<file path="src/rtl/pwc_pkg.sv">
package pwc_pkg;

    typedef enum logic [1:0] {
        PWC_IDLE    = 2'd0,
        PWC_SETTLE  = 2'd1,
        PWC_COUNT   = 2'd2,
        PWC_CAPTURE = 2'd3
    } pwc_state_e;

endpackage

</file>
<file path="src/rtl/pwc_sync_edge.sv">
module pwc_sync_edge #(
    parameter int STAGES = 2
) (
    input  logic clk,
    input  logic rst_n,
    input  logic async_i,
    output logic rise_o
);

    logic [STAGES-1:0] chain_q;
    logic              prev_q;

    generate
        for (genvar g = 0; g < STAGES; g++) begin : g_stage
            if (g == 0) begin : g_first
                always_ff @(posedge clk or negedge rst_n) begin
                    if (!rst_n) chain_q[g] <= 1'b0;
                    else        chain_q[g] <= async_i;
                end
            end else begin : g_rest
                always_ff @(posedge clk or negedge rst_n) begin
                    if (!rst_n) chain_q[g] <= 1'b0;
                    else        chain_q[g] <= chain_q[g-1];
                end
            end
        end
    endgenerate

    always_ff @(posedge clk or negedge rst_n) begin
        if (!rst_n) prev_q <= 1'b0;
        else        prev_q <= chain_q[STAGES-1];
    end

    assign rise_o = chain_q[STAGES-1] & ~prev_q;

endmodule

</file>
<file path="src/rtl/pwc_chan_counter.sv">
module pwc_chan_counter #(
    parameter int BASE_W = 16,
    parameter int EXT_W  = 16,
    localparam int TOT_W = BASE_W + EXT_W
) (
    input  logic             clk,
    input  logic             rst_n,
    input  logic             clr_i,
    input  logic             inc_i,
    output logic [TOT_W-1:0] count_o,
    output logic             wrap_o
);

    logic [BASE_W-1:0] base_q;
    logic [EXT_W-1:0]  ext_q;
    logic              base_full;

    assign base_full = &base_q;
    assign wrap_o    = inc_i & base_full & ~clr_i;

    always_ff @(posedge clk or negedge rst_n) begin
        if (!rst_n) begin
            base_q <= '0;
            ext_q  <= '0;
        end else if (clr_i) begin
            base_q <= '0;
            ext_q  <= '0;
        end else if (inc_i) begin
            base_q <= base_q + BASE_W'(1);
            if (base_full) ext_q <= ext_q + EXT_W'(1);
        end
    end

    assign count_o = {ext_q, base_q};

endmodule

</file>
<file path="src/rtl/pwc_gate_timer.sv">
module pwc_gate_timer #(
    parameter int W = 32
) (
    input  logic         clk,
    input  logic         rst_n,
    input  logic         load_i,
    input  logic [W-1:0] load_val_i,
    input  logic         run_i,
    output logic         expired_o
);

    logic [W-1:0] left_q;

    assign expired_o = (left_q == '0);

    always_ff @(posedge clk or negedge rst_n) begin
        if (!rst_n)                     left_q <= '0;
        else if (load_i)                left_q <= load_val_i;
        else if (run_i && !expired_o)   left_q <= left_q - W'(1);
    end

endmodule

</file>
<file path="src/rtl/pulse_window_counter.sv">
module pulse_window_counter
    import pwc_pkg::*;
#(
    parameter int BASE_W        = 16,
    parameter int EXT_W         = 16,
    parameter int GATE_CYCLES   = 1_250_000_000,
    parameter int SETTLE_CYCLES = 3125,
    localparam int TOT_W   = BASE_W + EXT_W,
    localparam int TMR_MAX = (GATE_CYCLES > SETTLE_CYCLES) ? GATE_CYCLES : SETTLE_CYCLES,
    localparam int TMR_W   = $clog2(TMR_MAX + 1)
) (
    input  logic             clk,
    input  logic             rst_n,
    input  logic             cmp_lo_i,
    input  logic             cmp_hi_i,
    input  logic             start_i,
    input  logic             continuous_i,
    input  logic             thr_upd_i,
    output logic [TOT_W-1:0] lo_count_o,
    output logic [TOT_W-1:0] hi_count_o,
    output logic [TOT_W-1:0] window_o,
    output logic             done_o,
    output logic             anomaly_o
);

    localparam logic [TMR_W-1:0] GATE_LOAD   = TMR_W'(GATE_CYCLES - 1);
    localparam logic [TMR_W-1:0] SETTLE_LOAD = TMR_W'(SETTLE_CYCLES - 1);

    pwc_state_e state_q, state_n;

    logic             lo_rise, hi_rise;
    logic             cnt_clr, cnt_en;
    logic             tmr_load, tmr_run, tmr_expired;
    logic [TMR_W-1:0] tmr_val;
    logic [TOT_W-1:0] lo_cnt, hi_cnt;
    logic             lo_wrap, hi_wrap;
    logic [TOT_W-1:0] diff;
    logic             upper_excess;

    // Input conditioning: synchronizer and rising-edge pick per channel
    pwc_sync_edge #(.STAGES(2)) u_sync_lo (
        .clk    (clk),
        .rst_n  (rst_n),
        .async_i(cmp_lo_i),
        .rise_o (lo_rise)
    );

    pwc_sync_edge #(.STAGES(2)) u_sync_hi (
        .clk    (clk),
        .rst_n  (rst_n),
        .async_i(cmp_hi_i),
        .rise_o (hi_rise)
    );

    // Channel counters share clear and enable
    pwc_chan_counter #(.BASE_W(BASE_W), .EXT_W(EXT_W)) u_cnt_lo (
        .clk    (clk),
        .rst_n  (rst_n),
        .clr_i  (cnt_clr),
        .inc_i  (cnt_en & lo_rise),
        .count_o(lo_cnt),
        .wrap_o (lo_wrap)
    );

    pwc_chan_counter #(.BASE_W(BASE_W), .EXT_W(EXT_W)) u_cnt_hi (
        .clk    (clk),
        .rst_n  (rst_n),
        .clr_i  (cnt_clr),
        .inc_i  (cnt_en & hi_rise),
        .count_o(hi_cnt),
        .wrap_o (hi_wrap)
    );

    // One timer serves both settle delay and gate
    pwc_gate_timer #(.W(TMR_W)) u_timer (
        .clk       (clk),
        .rst_n     (rst_n),
        .load_i    (tmr_load),
        .load_val_i(tmr_val),
        .run_i     (tmr_run),
        .expired_o (tmr_expired)
    );

    // Next-state logic
    always_comb begin
        state_n = state_q;
        unique case (state_q)
            PWC_IDLE: begin
                if (thr_upd_i)    state_n = PWC_SETTLE;
                else if (start_i) state_n = PWC_COUNT;
            end
            PWC_SETTLE: begin
                if (thr_upd_i)        state_n = PWC_SETTLE;
                else if (tmr_expired) state_n = PWC_COUNT;
            end
            PWC_COUNT: begin
                if (thr_upd_i)        state_n = PWC_SETTLE;
                else if (start_i)     state_n = PWC_COUNT;
                else if (tmr_expired) state_n = PWC_CAPTURE;
            end
            PWC_CAPTURE: begin
                if (thr_upd_i)                    state_n = PWC_SETTLE;
                else if (continuous_i || start_i) state_n = PWC_COUNT;
                else                              state_n = PWC_IDLE;
            end
            default: state_n = PWC_IDLE;
        endcase
    end

    // Control decode for counters and timer
    always_comb begin
        cnt_clr = thr_upd_i ||
                  ((state_n == PWC_COUNT) && ((state_q != PWC_COUNT) || start_i));
        cnt_en  = (state_q == PWC_COUNT) && !cnt_clr;
        tmr_run = (state_q == PWC_SETTLE) || (state_q == PWC_COUNT);
        tmr_load = cnt_clr;
        tmr_val  = thr_upd_i ? SETTLE_LOAD : GATE_LOAD;
    end

    // Result arithmetic
    assign upper_excess = (hi_cnt > lo_cnt);
    assign diff         = upper_excess ? '0 : (lo_cnt - hi_cnt);

    // State register
    always_ff @(posedge clk or negedge rst_n) begin
        if (!rst_n) state_q <= PWC_IDLE;
        else        state_q <= state_n;
    end

    // Output register
    always_ff @(posedge clk or negedge rst_n) begin
        if (!rst_n) begin
            lo_count_o <= '0;
            hi_count_o <= '0;
            window_o   <= '0;
            done_o     <= 1'b0;
            anomaly_o  <= 1'b0;
        end else begin
            done_o <= 1'b0;
            if (state_q == PWC_CAPTURE) begin
                lo_count_o <= lo_cnt;
                hi_count_o <= hi_cnt;
                window_o   <= diff;
                done_o     <= 1'b1;
                if (upper_excess) anomaly_o <= 1'b1;
            end
        end
    end

endmodule

</file>
<file path="config.mk">
export PLATFORM = sky130hd
export DESIGN_NAME = pulse_window_counter
export DESIGN_NICKNAME = d
export VERILOG_FILES = /design/src/rtl/pwc_pkg.sv /design/src/rtl/pwc_sync_edge.sv /design/src/rtl/pwc_chan_counter.sv /design/src/rtl/pwc_gate_timer.sv /design/src/rtl/pulse_window_counter.sv
export SDC_FILE = /design/constraint.sdc
export NUM_CORES = 1
export LEC_CHECK = 0
export CORE_MARGIN = 2
export CORE_UTILIZATION = 69
export CTS_CLUSTER_SIZE = 12
export DETAILED_ROUTE_END_ITERATION = 6
export DONT_BUFFER_PORTS = 1
export HOLD_SLACK_MARGIN = 0.12
export PLACE_DENSITY = 0.9
export SYNTH_ARGS = -nofsm -noshare
export SYNTH_HDL_FRONTEND = slang
export SYNTH_HIERARCHICAL = 1
export SYNTH_SLANG_ARGS = --single-unit
</file>
<file path="constraint.sdc">
create_clock -name clk -period 6.7 [get_ports clk]
set_input_delay 0.67 -clock clk [delete_from_list [all_inputs] [get_ports clk]]
set_output_delay 0.67 -clock clk [all_outputs]
set_load 0.01 [all_outputs]
</file>
# ---- Word-level counts from Yosys, hierarchy flattened
# Index checks and enable logic that the tools add are counted.
dict set report word_totals {
  regBits 201
  word_cells 81
  output_inout_bits 98
  inputBits 7
}
dict set report op_classes {
  n_bitwise 6
  mux 25
  n_addsub 6
  eq_ne 5
  magnitude_cmp 1
  n_reduce_logical 21
}
# cell count
set ops {}
lappend ops {{two-way mux 16 bit} 10}
lappend ops {{two-way mux 31 bit} 3}
lappend ops {{adder 16 x 1 -> 16 bit (second input constant)} 4}
lappend ops {{greater-than comparator 32 bit} 1}
lappend ops {{two-way mux 32 bit} 1}
lappend ops {{AND reduction 16 bit} 2}
lappend ops {{subtractor 32 bit} 1}
lappend ops {{zero test 31 bit} 1}
lappend ops {{subtractor 31 x 1 -> 31 bit (second input constant)} 1}
lappend ops {{two-way mux 2 bit} 9}
lappend ops {{nonzero test 2 bit} 5}
lappend ops {{case mux 2 bit (4 select lines)} 1}
lappend ops {{equality test 2 bit (second input constant)} 3}
lappend ops {{AND reduction 2 bit} 3}
lappend ops {{bitwise AND 1 bit} 4}
lappend ops {{logical OR 1 bit} 4}
lappend ops {{logical AND 1 bit} 3}
lappend ops {{equality test 2 x 1 -> 1 bit (second input constant)} 1}
lappend ops {{zero test 1 bit} 2}
lappend ops {{zero test 2 bit} 1}
lappend ops {{inequality test 2 bit (second input constant)} 1}
lappend ops {{inverter 1 bit} 2}
lappend ops {{two-way mux 1 bit} 1}

# ---- Longest topological paths before layout
# Gate-level depths: netlist (run 1).
dict set report depth {
  depth_word 13
  mapped_depth 18
  depth_no_buf 16
}

# ---- By module
# Netlist (run 1), hierarchy kept.
# module instances cells_each seq_area_each_um2 area_each_um2
set by_module_without_submodules {}
lappend by_module_without_submodules {pulse_window_counter 1 538 2502.4 5689.2}
lappend by_module_without_submodules {pwc_chan_counter 2 182 800.8 1735.4}
lappend by_module_without_submodules {pwc_gate_timer 1 222 775.7 1986.9}
lappend by_module_without_submodules {pwc_sync_edge 2 4 75.1 88.8}

# ---- Worst setup path after synthesis (run 1)
# No wires, ideal clock.
dict set report synth_path {
  kind {register -> register}
  startpoint {register u_timer.left_q[23]}
  endpoint {register u_cnt_lo.ext_q[9]}
  stages_incl_launch_ff 17
  required_time_ns 6.622
  n_path_buf 2
  t_arrival_ns 3.733
  setup_time_ns 0.078
  path_slack_ns 2.889
  period_less_slack_ns 3.811
  path_cell_list {dfrtp_1 nor4_2 and4b_1 and4_1 a21oi_1 nor3_1 nor3_1 a21oi_1 a21oi_1 a21oi_1 and3_1 buf_4 nand3_2 or4_4 buf_6 or4_1 a21oi_1}
}
dict set report synth_between {
  elab_chain_cells 13
  word_cells_on_any_way 17
  classes_between {1 x eq/ne; 7 x mux; 1 x bitwise; 8 x reduce/logical}
}
# element line_no
set synth_rtl {}
lappend synth_rtl {{from (decl)} pwc_gate_timer.sv:12} ;# logic [W-1:0] left_q;
lappend synth_rtl {{from (signal assigned)} pwc_gate_timer.sv:18} ;# else if (load_i) left_q <= load_val_i;
lappend synth_rtl {{from (signal assigned)} pwc_gate_timer.sv:19} ;# else if (run_i && !expired_o) left_q <= left_q - W'(1);
lappend synth_rtl {{zero test 31 bit (*)} pwc_gate_timer.sv:14} ;# assign expired_o = (left_q == '0);
lappend synth_rtl {{net tmr_expired} pulse_window_counter.sv:33} ;# logic tmr_load, tmr_run, tmr_expired;
lappend synth_rtl {{two-way mux 2 bit} pulse_window_counter.sv:99} ;# else if (tmr_expired) state_n = PWC_CAPTURE;
lappend synth_rtl {{two-way mux 2 bit} pulse_window_counter.sv:98} ;# else if (start_i) state_n = PWC_COUNT;
lappend synth_rtl {{two-way mux 2 bit} pulse_window_counter.sv:97} ;# if (thr_upd_i) state_n = PWC_SETTLE;
lappend synth_rtl {{case mux 2 bit (4 select lines) (*)} pulse_window_counter.sv:87} ;# unique case (state_q)
lappend synth_rtl {{net state_n[0]} pulse_window_counter.sv:29} ;# pwc_state_e state_q, state_n;
lappend synth_rtl {{equality test 2 bit (*)} pulse_window_counter.sv:113} ;# ((state_n == PWC_COUNT) && ((state_q != PWC_COUNT) || start_i));
lappend synth_rtl {{logical AND 1 bit (*)} pulse_window_counter.sv:113}
lappend synth_rtl {{logical OR 1 bit (*)} pulse_window_counter.sv:112} ;# cnt_clr = thr_upd_i ||
lappend synth_rtl {{zero test 1 bit} pulse_window_counter.sv:114} ;# cnt_en = (state_q == PWC_COUNT) && !cnt_clr;
lappend synth_rtl {{logical AND 1 bit} pulse_window_counter.sv:114}
lappend synth_rtl {{bitwise AND 1 bit} pulse_window_counter.sv:60} ;# .inc_i (cnt_en & lo_rise),
lappend synth_rtl {{nonzero test 2 bit (no line)} --}
lappend synth_rtl {{AND reduction 2 bit (no line)} --}
lappend synth_rtl {{to (signal assigned)} pwc_chan_counter.sv:30} ;# if (base_full) ext_q <= ext_q + EXT_W'(1);
lappend synth_rtl {{to (decl)} pwc_chan_counter.sv:15} ;# logic [EXT_W-1:0] ext_q;
# Mark *: on every way through the listed nets, which the timed path passes. The rest lies on a longest branch.
# A chain may end at the register's enable or synchronous reset.

# ---- Worst setup path after layout (run 1)
dict set report layout_path {
  startpoint {register u_timer.left_q[23]}
  endpoint {register u_cnt_hi.ext_q[13]}
}
dict set report layout_between {
  elab_chain_cells 13
  word_cells_on_any_way 17
  classes_between {1 x eq/ne; 7 x mux; 1 x bitwise; 8 x reduce/logical}
}
# element line_no
set layout_rtl {}
lappend layout_rtl {{zero test 31 bit (*)} pwc_gate_timer.sv:14}
lappend layout_rtl {{net tmr_expired} pulse_window_counter.sv:33}
lappend layout_rtl {{two-way mux 2 bit} pulse_window_counter.sv:99}
lappend layout_rtl {{two-way mux 2 bit} pulse_window_counter.sv:98}
lappend layout_rtl {{two-way mux 2 bit} pulse_window_counter.sv:97}
lappend layout_rtl {{case mux 2 bit (4 select lines) (*)} pulse_window_counter.sv:87}
lappend layout_rtl {{net state_n[0]} pulse_window_counter.sv:29}
lappend layout_rtl {{equality test 2 bit (*)} pulse_window_counter.sv:113}
lappend layout_rtl {{logical AND 1 bit (*)} pulse_window_counter.sv:113}
lappend layout_rtl {{logical OR 1 bit (*)} pulse_window_counter.sv:112}
lappend layout_rtl {{zero test 1 bit} pulse_window_counter.sv:114}
lappend layout_rtl {{logical AND 1 bit} pulse_window_counter.sv:114}
lappend layout_rtl {{bitwise AND 1 bit} pulse_window_counter.sv:69} ;# .inc_i (cnt_en & hi_rise),
lappend layout_rtl {{nonzero test 2 bit (no line)} --}
lappend layout_rtl {{AND reduction 2 bit (no line)} --}
lappend layout_rtl {{to (signal assigned)} pwc_chan_counter.sv:30}
lappend layout_rtl {{to (decl)} pwc_chan_counter.sv:15}
# Marked as above.

==> summary.txt, run 1 <==
Critical path
  – Buf/Inv on CP: 0
  – Setup crit start kind: register
  – Kind of critical path: reg2reg
  – Delay of the slowest cell on the worst path: 0.62 ns
  – Delay-heaviest family, CP: simple AND/OR/NAND/NOR gates
  – Worst Setup End Kind: register
  – CP arrival: 5.06 ns
  – Critical path peak fanout: 13
  – Cell mode on critical path: a21oi_1
  – Required time worst endpoint: 7.08 ns
  – CP max-delay cell: and4b_1
  – CP cell instances: nor4_2 > and4b_1 > and4_1 > a21oi_1 > nor3_1 > nor3_1 > a21oi_1 > a21oi_1 > a21oi_1 > and3_1 > nand3_2 > or4_4 > nor3_1 > mux2_2

Cells and area
  – Final Net Count: 1163
  – Most common library cell in the layout ignoring fill and taps: dfrtp_1
  – Area of the multi-input gates: 0.00584 mm^2
  – Reg area: 0.00503 mm^2
  – Layout cells sized above 1: 13.4%
  – # diodes: 0
  – Fillers: 1075
  – Most frequent cells in the layout: dfrtp_1 (201), nand2_1 (74), mux2_2 (70), a21oi_1 (69), nor2_1 (68)
  – Final Cell Area: 0.0122 mm^2
  – Layout area overhead: 7.39%

Placement
  – Setup WS pre-CTS: 2.09 ns
  – Area after DPL: 0.0114 mm^2
  – Post-DP HPWL: 18.3 mm
  – Routability Congestion: 0.921
  – Port Buf Inserts: 0

Power and ir drop
  – Worst vdd ir: 0.230 mV
  – Power Dens Cells: 268 mW/mm^2
  – Comb pwr share: 18.6%
  – Switching Share: 30.6%
  – Internal power: 2.26 mW
  – Switching pwr: 0.996 mW
  – Leak: 5.32 nW
  – Clk pwr share: 37.2%
  – Flop pwr share: 44.2%

Drt
  – Drt wl/cell: 20.4 um
  – DRC violation count after routing: 0
  – Initial DRC count: 916
  – DR vias: 8969
  – Detailed Routing Iterations Pass 1: 5
  – Total wire length: 27.3 mm
  – Post-route ant nets: 0
  – Via density: 6.69

Yosys
  – Syn_area_per_cell: 10.0 um^2
  – Synthesized area: 0.0113 mm^2
  – Post-Syn Instances: 1130
  – Ys Warns: 6

STA
  – Final setup fails: 0
  – Worst setup slack after layout: 2.03 ns
  – Peak Freq: 214 MHz
  – Final hold vios: 0
  – RSZ-0062 raised after global routing: false
  – Clock Skew: 0.0103 ns
  – Final setup TNS: 0 ns
  – Slew HR: 24.9%
  – Part of the cycle the worst path needs: 69.8%
  – Worst slew pin tran: 1.13 ns
  – Final Critical Period: 4.67 ns
  – Final slew viol count: 0

Worst hold path
  – Hold Path Class: in2async

GRT
  – Largest net degree at the start of global routing: 202
  – Vias in the first global route: 8732
  – First-pass GRT wire length: 44.7 mm
  – GR Overflow Total: 0
  – Initial antenna violation count: 0
  – Total Routing Usage GR: 31.2%

Floorplanning
  – Die width: 132 um
  – I/O pins: 105
  – Core area: 0.0159 mm^2
  – Site Rows: 46
  – Starting Density: 71.0%
  – Die height: 132 um
  – Die area: 0.0174 mm^2

Clock network
  – Post-cts resize count: 0
  – Latest clock arrival within the worst-skew pair: 0.51 ns
  – Htree depth: 1
  – Hold_buf cts: 1
  – CTS tree: yes
  – Root Buffer: clkbuf_16
  – Number of buffers created by CTS: 22
  – Post-CTS setup repair buffer count: 0
  – Clock sinks: 201
  – Max clock buf depth: 3
  – Clock-pin transition on the worst setup and hold timing paths: 0.06 ns

Job
  – Maxcap violations: 0

Status
  – Outcome: finished clean
## per-layer routing
layer / GRT usage (%) / share of wire (%)
met5: 0 / 0
met1: 40.2 / 40
met4: 12.0 / 3.9
met3: 5.84 / 6.6
met2: 52.7 / 49
## final cells by class
class                   count  share of cell area, %
multi-input cells         822                   48.1
flip-flops and latches    201                   41.4
clock buffers              34                   5.65
well taps                 216                   2.22
inverters                  61                   1.88
repair buffers              5                  0.474
clock inverters             2                  0.309
## registers in the layout (all words and copies together), names as in the netlist, 16 cells and up
signal	count
hi_count_o	32
lo_count_o	32
window_o	32
u_timer/left_q	31
u_cnt_hi/base_q	16
u_cnt_hi/ext_q	16
u_cnt_lo/base_q	16
u_cnt_lo/ext_q	16
## power by group through the flow
| stage | combinational, mW | clock (mW) | sequential, mW |
|---|---|---|---|
| floorplan | 0.459 | 0 | 1.42 |
| global placement | 0.542 | 0 | 1.45 |
| detailed placement | 0.567 | 0 | 1.45 |
| CTS | 0.602 | 1.23 | 1.44 |
| global route | 0.670 | 1.27 | 1.45 |
| finish | 0.607 | 1.21 | 1.44 |
## worst reg2reg max path, stage by stage (launching register included)
cell and delay, ns:
dfrtp_1 0.40, nor4_2 0.50, and4b_1 0.62, and4_1 0.40
a21oi_1 0.09, nor3_1 0.19, nor3_1 0.06, a21oi_1 0.19
a21oi_1 0.06, a21oi_1 0.24, and3_1 0.38, nand3_2 0.18
or4_4 0.62, nor3_1 0.24, mux2_2 0.38
## stage by stage
| stage | hold WS, ns | total power [mW] | instances | utilization [%] |
|---|---|---|---|---|
| 2_1_floorplan | 0.331 | 1.88 | 1147 | - |
| 3_5_place_dp | 0.349 | 2.02 | 1304 | 71.5 |
| 3_3_place_gp | 0.333 | 1.99 | 1304 | 71.5 |
| 5_1_grt | 0.180 | 3.39 | 1341 | 76.2 |
| 4_1_cts | 0.182 | 3.26 | 1341 | 76.2 |
| 6_report | 0.115 | 3.26 | 1341 | 76.2 |
## final timing paths
kind	start	endpoint	slack (ns)	cells past startpoint
hold / removal	rst_n	u_cnt_lo/ext_q[11]	0.11	1
min in group clk	cmp_lo_i	u_sync_lo/chain_q[0]	0.19	0
setup reg to reg	u_timer/left_q[23]	u_cnt_hi/ext_q[13]	2.03	14
setup / recovery	u_timer/left_q[23]	u_cnt_hi/ext_q[13]	2.03	14
max in group asynchronous	rst_n	hi_count_o[4]	5.64	1
hold reg to reg	u_sync_hi/chain_q[0]	u_sync_hi/chain_q[1]	0.36	0
Note: power is estimated with default switching activity, not from simulation.
==> inputs of run 2 (changes only) <==
--- a/config.mk
+++ b/config.mk
@@ -6,12 +6,12 @@
 export NUM_CORES = 1
 export LEC_CHECK = 0
 export CORE_MARGIN = 2
-export CORE_UTILIZATION = 69
+export CORE_UTILIZATION = 64
 export CTS_CLUSTER_SIZE = 12
 export DETAILED_ROUTE_END_ITERATION = 6
 export DONT_BUFFER_PORTS = 1
 export HOLD_SLACK_MARGIN = 0.12
-export PLACE_DENSITY = 0.9
+export PLACE_DENSITY = 0.85
 export SYNTH_ARGS = -nofsm -noshare
 export SYNTH_HDL_FRONTEND = slang
 export SYNTH_HIERARCHICAL = 1
==> constraint.sdc (replaced) <==
create_clock -name clk -period 4.5 [get_ports clk]
set_input_delay 0.45 -clock clk [delete_from_list [all_inputs] [get_ports clk]]
set_output_delay 0.45 -clock clk [all_outputs]
set_load 0.01 [all_outputs]
==> run 2 against run 1 <==
Net effect:
- the run now ends with hold timing left
- combinational power up 42%
- first-iteration DRC count shrank 15%
- clock-buffer cell count decreased by 9
- clock power grew 27%
- design area down 0.68%
- via count down 0.29%
- sequential power up 49%
- power is 39% higher
- critical path depth unchanged
- clock skew up 0.0070 ns
- die area rose by 7.6%
- largest power group unchanged
==> summary.txt, run 2 (same netlist as run 1, synthesis figures left out) <==
STA
  – Final slew viol count: 0 (unchanged)
  – Min Hold Slack: -0.353 ns (was 0.115 ns)
  – Final setup fails: 0 (unchanged)
  – Clock Skew: 0.0173 ns (was 0.0103 ns)
  – Final Critical Period: 4.14 ns (was 4.67 ns)
  – Final hold vios: 201 (was 0)
  – Final setup TNS: 0 ns (unchanged)
  – RSZ-0062 raised after global routing: false (unchanged)
  – Worst slew pin tran: 0.757 ns (was 1.13 ns)
  – Slew HR: 49.4% (was 24.9%)
  – Peak Freq: 242 MHz (was 214 MHz)
  – Part of the cycle the worst path needs: 91.9% (was 69.8%)

GRT
  – Initial antenna violation count: 0 (unchanged)
  – First-pass GRT wire length: 43.6 mm (was 44.7 mm)
  – Largest net degree at the start of global routing: 202 (unchanged)
  – Vias in the first global route: 8475 (was 8732)
  – GR Overflow Total: 0 (unchanged)
  – Total Routing Usage GR: 29.2% (was 31.2%)

Job
  – Maxcap violations: 0 (unchanged)

Cells and area
  – # diodes: 0 (unchanged)
  – Final cell count without fillers: 1351 (was 1341)
  – Layout area overhead: 6.66% (was 7.39%)
  – Final Net Count: 1171 (was 1163)
  – Layout Utilization: 69.8% (was 76.2%)
  – Top Registers: hi_count_o x32, lo_count_o x32, window_o x32 (unchanged)
  – Final Cell Area: 0.0121 mm^2 (was 0.0122 mm^2)
  – Most frequent cells in the layout: dfrtp_1 (201), nand2_1 (74), mux2_2 (70), a21oi_1 (69), nor2_1 (68) (unchanged)
  – Most common library cell in the layout ignoring fill and taps: dfrtp_1 (unchanged)
  – Fillers: 1252 (was 1075)
  – Layout cells sized above 1: 13.4% (about the same)

Clock network
  – Number of buffers created by CTS: 21 (was 22)
  – Htree depth: 1 (unchanged)
  – Post-cts resize count: 0 (unchanged)
  – Post-CTS setup repair buffer count: 0 (unchanged)
  – Max clock buf depth: 3 (unchanged)
  – Clock sinks: 201 (unchanged)
  – CTS tree: yes (unchanged)
  – Hold_buf cts: 3 (was 1)
  – Clock-pin transition on the worst setup and hold timing paths: 0.06 ns (about the same)
  – Latest clock arrival within the worst-skew pair: 0.50 ns (was 0.51 ns)
  – Root Buffer: clkbuf_16 (unchanged)

Status
  – Outcome: finished, violations left (was finished clean)
  – Failing checks: hold timing

Drt
  – DR vias: 8943 (was 8969)
  – Drt wl/cell: 20.0 um (was 20.4 um)
  – Initial DRC count: 782 (was 916)
  – Via density: 6.62 (was 6.69)
  – Total wire length: 27.0 mm (was 27.3 mm)
  – Detailed Routing Iterations Pass 1: 5 (unchanged)
  – DRC violation count after routing: 0 (unchanged)
  – Post-route ant nets: 0 (unchanged)

Floorplanning
  – Die height: 137 um (was 132 um)
  – Die width: 137 um (was 132 um)
  – Die area: 0.0188 mm^2 (was 0.0174 mm^2)
  – I/O pins: 105 (unchanged)
  – Starting Density: 65.4% (was 71.0%)
  – Site Rows: 48 (was 46)
  – Core area: 0.0173 mm^2 (was 0.0159 mm^2)

Critical path
  – Required time worst endpoint: 4.92 ns (was 7.08 ns)
  – CP arrival: 4.55 ns (was 5.06 ns)
  – Critical path peak fanout: 11 (was 13)
  – Setup crit start kind: register (unchanged)
  – Worst Setup End Kind: register (unchanged)
  – Kind of critical path: reg2reg (unchanged)
  – Reg2Reg Depth: 14 (unchanged)

Placement
  – Post-Place Cells: 1320 (was 1304)
  – Area after DPL: 0.0115 mm^2 (was 0.0114 mm^2)
  – Routability Congestion: 0.916 (was 0.921)
  – Post-DP HPWL: 18.5 mm (was 18.3 mm)
  – Port Buf Inserts: 0 (unchanged)

Power and ir drop
  – Power Dens Cells: 376 mW/mm^2 (was 268 mW/mm^2)
  – Worst vdd ir: 0.366 mV (was 0.230 mV)
  – Leak: 5.29 nW (was 5.32 nW)

Worst hold path
  – Hold Path Class: in2async (unchanged)
==> run 2: area by class of cell <==
class / count / area (um^2) / area share (%)
clock buffers: 25 / 561 / 4.64
clock inverters: 3 / 15.0 / 0.124
inverters: 61 / 229 / 1.90
multi-input cells: 822 / 5840 / 48.4
flip-flops and latches: 201 / 5030 / 41.7
well taps: 225 / 282 / 2.33
repair buffers: 14 / 113 / 0.933
==> run 2: worst paths after layout <==
| check | from | to | slack (ns) |
|---|---|---|---|
| max reg2reg | u_timer/left_q[13] | u_cnt_hi/ext_q[15] | 0.36 |
| max in group asynchronous | rst_n | hi_count_o[10] | 4.60 |
| min | rst_n | lo_count_o[21] | -0.35 |
| min in group clk | thr_upd_i | state_q[0] | 0.19 |
| min reg2reg | u_sync_hi/chain_q[0] | u_sync_hi/chain_q[1] | 0.35 |
| max | u_timer/left_q[13] | u_cnt_hi/ext_q[15] | 0.36 |
==> run 2: power breakdown <==
group	switching, mW	internal [mW]	leakage, nW
clock network	0.671	0.869	0.287
registers	0.185	1.95	2.72
logic	0.535	0.329	2.28
total	1.39	3.15	5.29
==> run 2: critical path: stages, from the launching register on <==
cell,delay [ns]
dfrtp_1,0.41
nor3_1,0.41
and3_1,0.37
and4_1,0.35
a21oi_1,0.09
nor3_1,0.18
nor3_1,0.07
a21oi_1,0.16
a21oi_1,0.06
a21oi_1,0.25
and3_1,0.29
nand3_2,0.14
or4_4,0.61
or4_1,0.51
a21oi_1,0.16
==> run 2: metal layers <==
layer | vias up | GRT usage, % | wire length, um
met3 | 83 | 5.07 | 1780
met4 | 0 | 12.5 | 1200
met2 | 327 | 46.5 | 13000
met5 | - | 0 | 0
met1 | 4414 | 39.4 | 11100
li1 | 4119 | - | -
==> run 2: stage by stage <==
stage               power (mW)  worst slack [ns]
floorplan                 2.80             0.689
global placement          2.99             0.559
detailed placement        3.02             0.447
CTS                       4.55             0.395
global route              4.75            0.0894
finish                    4.54             0.364
==> inputs of run 3 (changes only) <==
--- a/config.mk
+++ b/config.mk
@@ -14,5 +14,4 @@
 export PLACE_DENSITY = 0.85
 export SYNTH_ARGS = -nofsm -noshare
 export SYNTH_HDL_FRONTEND = slang
-export SYNTH_HIERARCHICAL = 1
 export SYNTH_SLANG_ARGS = --single-unit
==> constraint.sdc (replaced) <==
create_clock -name clk -period 4 [get_ports clk]
set_input_delay 0.4 -clock clk [delete_from_list [all_inputs] [get_ports clk]]
set_output_delay 0.4 -clock clk [all_outputs]
set_load 0.01 [all_outputs]
==> run 3 against run 2 <==
Net effect:
- the run still ends with hold timing left
- first-iteration DRC count grew 1.2%
- design area is 7.0% lower
- highest routed layer unchanged
- fmax increased by 20%
- core utilization grew 0.87 points
- power increased by 5.9%
- clock skew is 0.0061 ns lower
- sequential power rose by 8%
- non-clock buffer count decreased by 4
- cell count shrank 9.3%
- register-to-register slack improved by 0.19 ns
- sequential share of layout area is 3.1 points higher
- area after synthesis decreased by 8.1%
==> summary.txt, run 3 <==
Yosys
  – Post-synth ARST share: 100%
  – Synth area leaders: dfrtp_1 (48%), mux2_2 (6.9%), xnor2_1 (6.8%)
  – Post-synth top flop: dfrtp_1
  – Post-Syn Instances: 1006 (was 1130)
  – Most numerous cell in the Yosys netlist: dfrtp_1
  – Synthesized area: 0.0104 mm^2 (was 0.0113 mm^2)
  – Synth top area share: 48.3%
  – Seq/Total Area, Yosys: 48.3%
  – Syn_area_per_cell: 10.3 um^2 (was 10.0 um^2)
  – Ys Warns: 0 (was 6)
  – Post-synth EDFFs: 0
  – Yosys top cell by area: dfrtp_1
  – Yosys cell types: 71
  – #FFs+latches synth: 201
  – Post-synth top cells: dfrtp_1 (201), nor2_1 (120), xnor2_1 (81)
  – Total nets after synthesis: 1055

Floorplanning
  – Die width: 132 um (was 137 um)
  – I/O pins: 105 (unchanged)
  – Core area: 0.0159 mm^2 (was 0.0173 mm^2)
  – Starting Density: 65.5% (was 65.4%)
  – Die area: 0.0173 mm^2 (was 0.0188 mm^2)
  – Die height: 132 um (was 137 um)
  – Site Rows: 46 (was 48)

Critical path
  – CP max-delay cell: a41o_2 (was or4_4)
  – CP cell instances: inv_1 > ha_1 > inv_1 > fa_1 > a211o_1 > o211ai_1 > a21boi_2 > a221o_1 > a41o_1 > a41o_2 > nand2_1 > o41ai_1 (was nor3_1 > and3_1 > and4_1 > a21oi_1 > nor3_1 > nor3_1 > a21oi_1 > a21oi_1 > a21oi_1 > and3_1 > nand3_2 > or4_4 > or4_1 > a21oi_1)
  – Required time worst endpoint: 4.36 ns (was 4.92 ns)
  – Reg2Reg Depth: 12 (was 14)
  – Reg2reg end: window_o[22] (was u_cnt_hi/ext_q[15])
  – Critical path peak fanout: 27 (was 11)
  – Delay of the slowest cell on the worst path: 0.47 ns (was 0.61 ns)
  – Kind of critical path: reg2reg (unchanged)
  – FF-to-FF Start: u_cnt_lo.base_q[0] (was u_timer/left_q[13])
  – Cell mode on critical path: inv_1 (was a21oi_1)
  – Worst Setup End Kind: register (unchanged)
  – CP arrival: 3.81 ns (was 4.55 ns)
  – Setup crit start kind: register (unchanged)
  – R2R setup slack: 0.55 ns (was 0.36 ns)

Drt
  – Total wire length: 22.3 mm (was 27.0 mm)
  – Initial DRC count: 791 (was 782)
  – DRC violation count after routing: 0 (unchanged)
  – Drt wl/cell: 18.2 um (was 20.0 um)
  – Detailed Routing Iterations Pass 1: 5 (unchanged)
  – Post-route ant nets: 0 (unchanged)
  – Via density: 5.99 (was 6.62)
  – DR vias: 7339 (was 8943)

GRT
  – Largest net degree at the start of global routing: 202 (unchanged)
  – Initial antenna violation count: 0 (unchanged)
  – GR Overflow Total: 0 (unchanged)
  – Total Routing Usage GR: 26.4% (was 29.2%)
  – First-pass GRT wire length: 37.8 mm (was 43.6 mm)
  – Vias in the first global route: 7330 (was 8475)

Clock network
  – Htree depth: 1 (unchanged)
  – Clock sinks: 201 (unchanged)
  – Root Buffer: clkbuf_16 (unchanged)
  – Number of buffers created by CTS: 21 (unchanged)
  – Hold_buf cts: 4 (was 3)
  – Post-CTS setup repair buffer count: 0 (unchanged)
  – Max clock buf depth: 3 (unchanged)
  – CTS tree: yes (unchanged)
  – Clock-pin transition on the worst setup and hold timing paths: 0.06 ns (about the same)
  – Latest clock arrival within the worst-skew pair: 0.49 ns (was 0.50 ns)

Cells and area
  – Final Net Count: 1053 (was 1171)
  – Layout area overhead: 7.85% (was 6.66%)
  – Fillers: 1130 (was 1252)
  – Most common library cell in the layout ignoring fill and taps: dfrtp_1 (unchanged)
  – Top Registers: hi_count_o x32, lo_count_o x32, window_o x32 (unchanged)
  – Final Cell Area: 0.0112 mm^2 (was 0.0121 mm^2)
  – # diodes: 0 (unchanged)
  – Layout cells sized above 1: 12.1% (was 13.4%)
  – Most frequent cells in the layout: dfrtp_1 (201), nor2_1 (120), xnor2_1 (81), inv_1 (68), mux2_2 (64) (was dfrtp_1 (201), nand2_1 (74), mux2_2 (70), a21oi_1 (69), nor2_1 (68))

STA
  – Min Hold Slack: -0.393 ns (was -0.353 ns)
  – Final hold vios: 201 (unchanged)
  – Final slew viol count: 0 (unchanged)
  – Final setup TNS: 0 ns (unchanged)
  – Final setup fails: 0 (unchanged)
  – RSZ-0062 raised after global routing: false (unchanged)
  – Peak Freq: 290 MHz (was 242 MHz)
  – Slew HR: 31.1% (was 49.4%)
  – Part of the cycle the worst path needs: 86.2% (was 91.9%)
  – Clock Skew: 0.0112 ns (was 0.0173 ns)
  – Final Critical Period: 3.45 ns (was 4.14 ns)
  – Worst slew pin tran: 1.03 ns (was 0.757 ns)

Placement
  – Post-DP HPWL: 15.4 mm (was 18.5 mm)
  – Routability Congestion: 0.836 (was 0.916)
  – Area after DPL: 0.0106 mm^2 (was 0.0115 mm^2)
  – Port Buf Inserts: 0 (unchanged)

Status
  – Failing checks: hold timing (unchanged)
  – Outcome: finished, violations left (unchanged)

Power and ir drop
  – Switching Share: 27.8% (was 30.6%)
  – Worst vdd ir: 0.482 mV (was 0.366 mV)
  – Internal power: 3.47 mW (was 3.15 mW)
  – Power Dens Cells: 429 mW/mm^2 (was 376 mW/mm^2)
  – Leak: 5.11 nW (was 5.29 nW)
  – Clk pwr share: 36.0% (was 33.9%)
  – Switching pwr: 1.34 mW (was 1.39 mW)
  – Flop pwr share: 48.2% (was 47.1%)
  – Comb pwr share: 15.8% (was 19.0%)

Job
  – Maxcap violations: 0 (unchanged)

Worst hold path
  – Hold Path Class: in2async (unchanged)
## run 3: critical path, delay by kind of cell, from the launching register on
| family | cells | cell delay [ns] |
|---|---|---|
| DFF | 1 | 0.43 |
| adders and majority gates | 2 | 0.60 |
| and+or+nand+nor | 1 | 0.26 |
| buffers and inverters | 2 | 0.19 |
| AOI/OAI and AO/OA | 7 | 1.83 |
## run 3: worst max path at each step
stage | slack (ns) | end | from
4_1_cts | 0.26 | window_o[22] | u_cnt_lo.base_q[0]
2_1_floorplan | 0.91 | window_o[0] | u_cnt_lo.base_q[0]
3_3_place_gp | 0.46 | window_o[22] | u_cnt_lo.base_q[0]
6_report | 0.55 | window_o[22] | u_cnt_lo.base_q[0]
3_5_place_dp | 0.29 | window_o[22] | u_cnt_lo.base_q[0]
5_1_grt | 0.29 | window_o[22] | u_cnt_lo.base_q[0]
## run 3: cell type report
cell class                      count  area (um^2)  share of cell area (%)
Sequential cell                   201         5030                    44.8
Multi-Input combinational cell    702         4970                    44.3
Clock buffer                       27          578                    5.15
Tap cell                          216          270                    2.41
Inverter                           68          255                    2.27
Timing Repair Buffer               10          110                   0.981
Clock inverter                      2         10.0                  0.0892
## run 3: stage by stage
step	utilization (%)	setup slack (ns)	std cells	power (mW)
after floorplan	-	0.908	1006	2.93
after global placement	66.7	0.459	1193	3.08
after detailed placement	66.7	0.293	1193	3.10
after CTS	70.6	0.261	1226	4.84
after global routing	70.6	0.288	1226	5.03
final	70.6	0.550	1226	4.81
## run 3: power groups by stage
stage          logic (mW)  registers (mW)  clock network (mW)
4_1_cts             0.758            2.32                1.76
3_5_place_dp        0.745            2.35                   0
3_3_place_gp        0.728            2.35                   0
2_1_floorplan       0.616            2.32                   0
5_1_grt             0.847            2.34                1.85
6_report            0.758            2.32                1.73
## run 3: logic make-up after synthesis
family / after synthesis / share of synthesized area, %
mux: 67 / 7.22
compound gates: 156 / 10.2
buf+inv: 103 / 4.04
xor+xnor: 113 / 9.51
flops: 201 / 48.3
simple gates: 324 / 15.6
fa+ha+maj: 42 / 5.12
## run 3: routing by layer
metal | wire, um | GRT usage [%] | vias up
met3 | 1580 | 6.56 | 40
met4 | 444 | 6.58 | 0
met5 | 0 | 0 | -
met1 | 9790 | 36.7 | 3608
li1 | - | - | 3478
met2 | 10500 | 42.0 | 213
## run 3: timing repair
item / 4_1_cts / 5_1_grt
endpoints found under the setup margin: 0 / 1
resized for setup: 0 / 1
endpoints found under the hold margin: 216 / 201
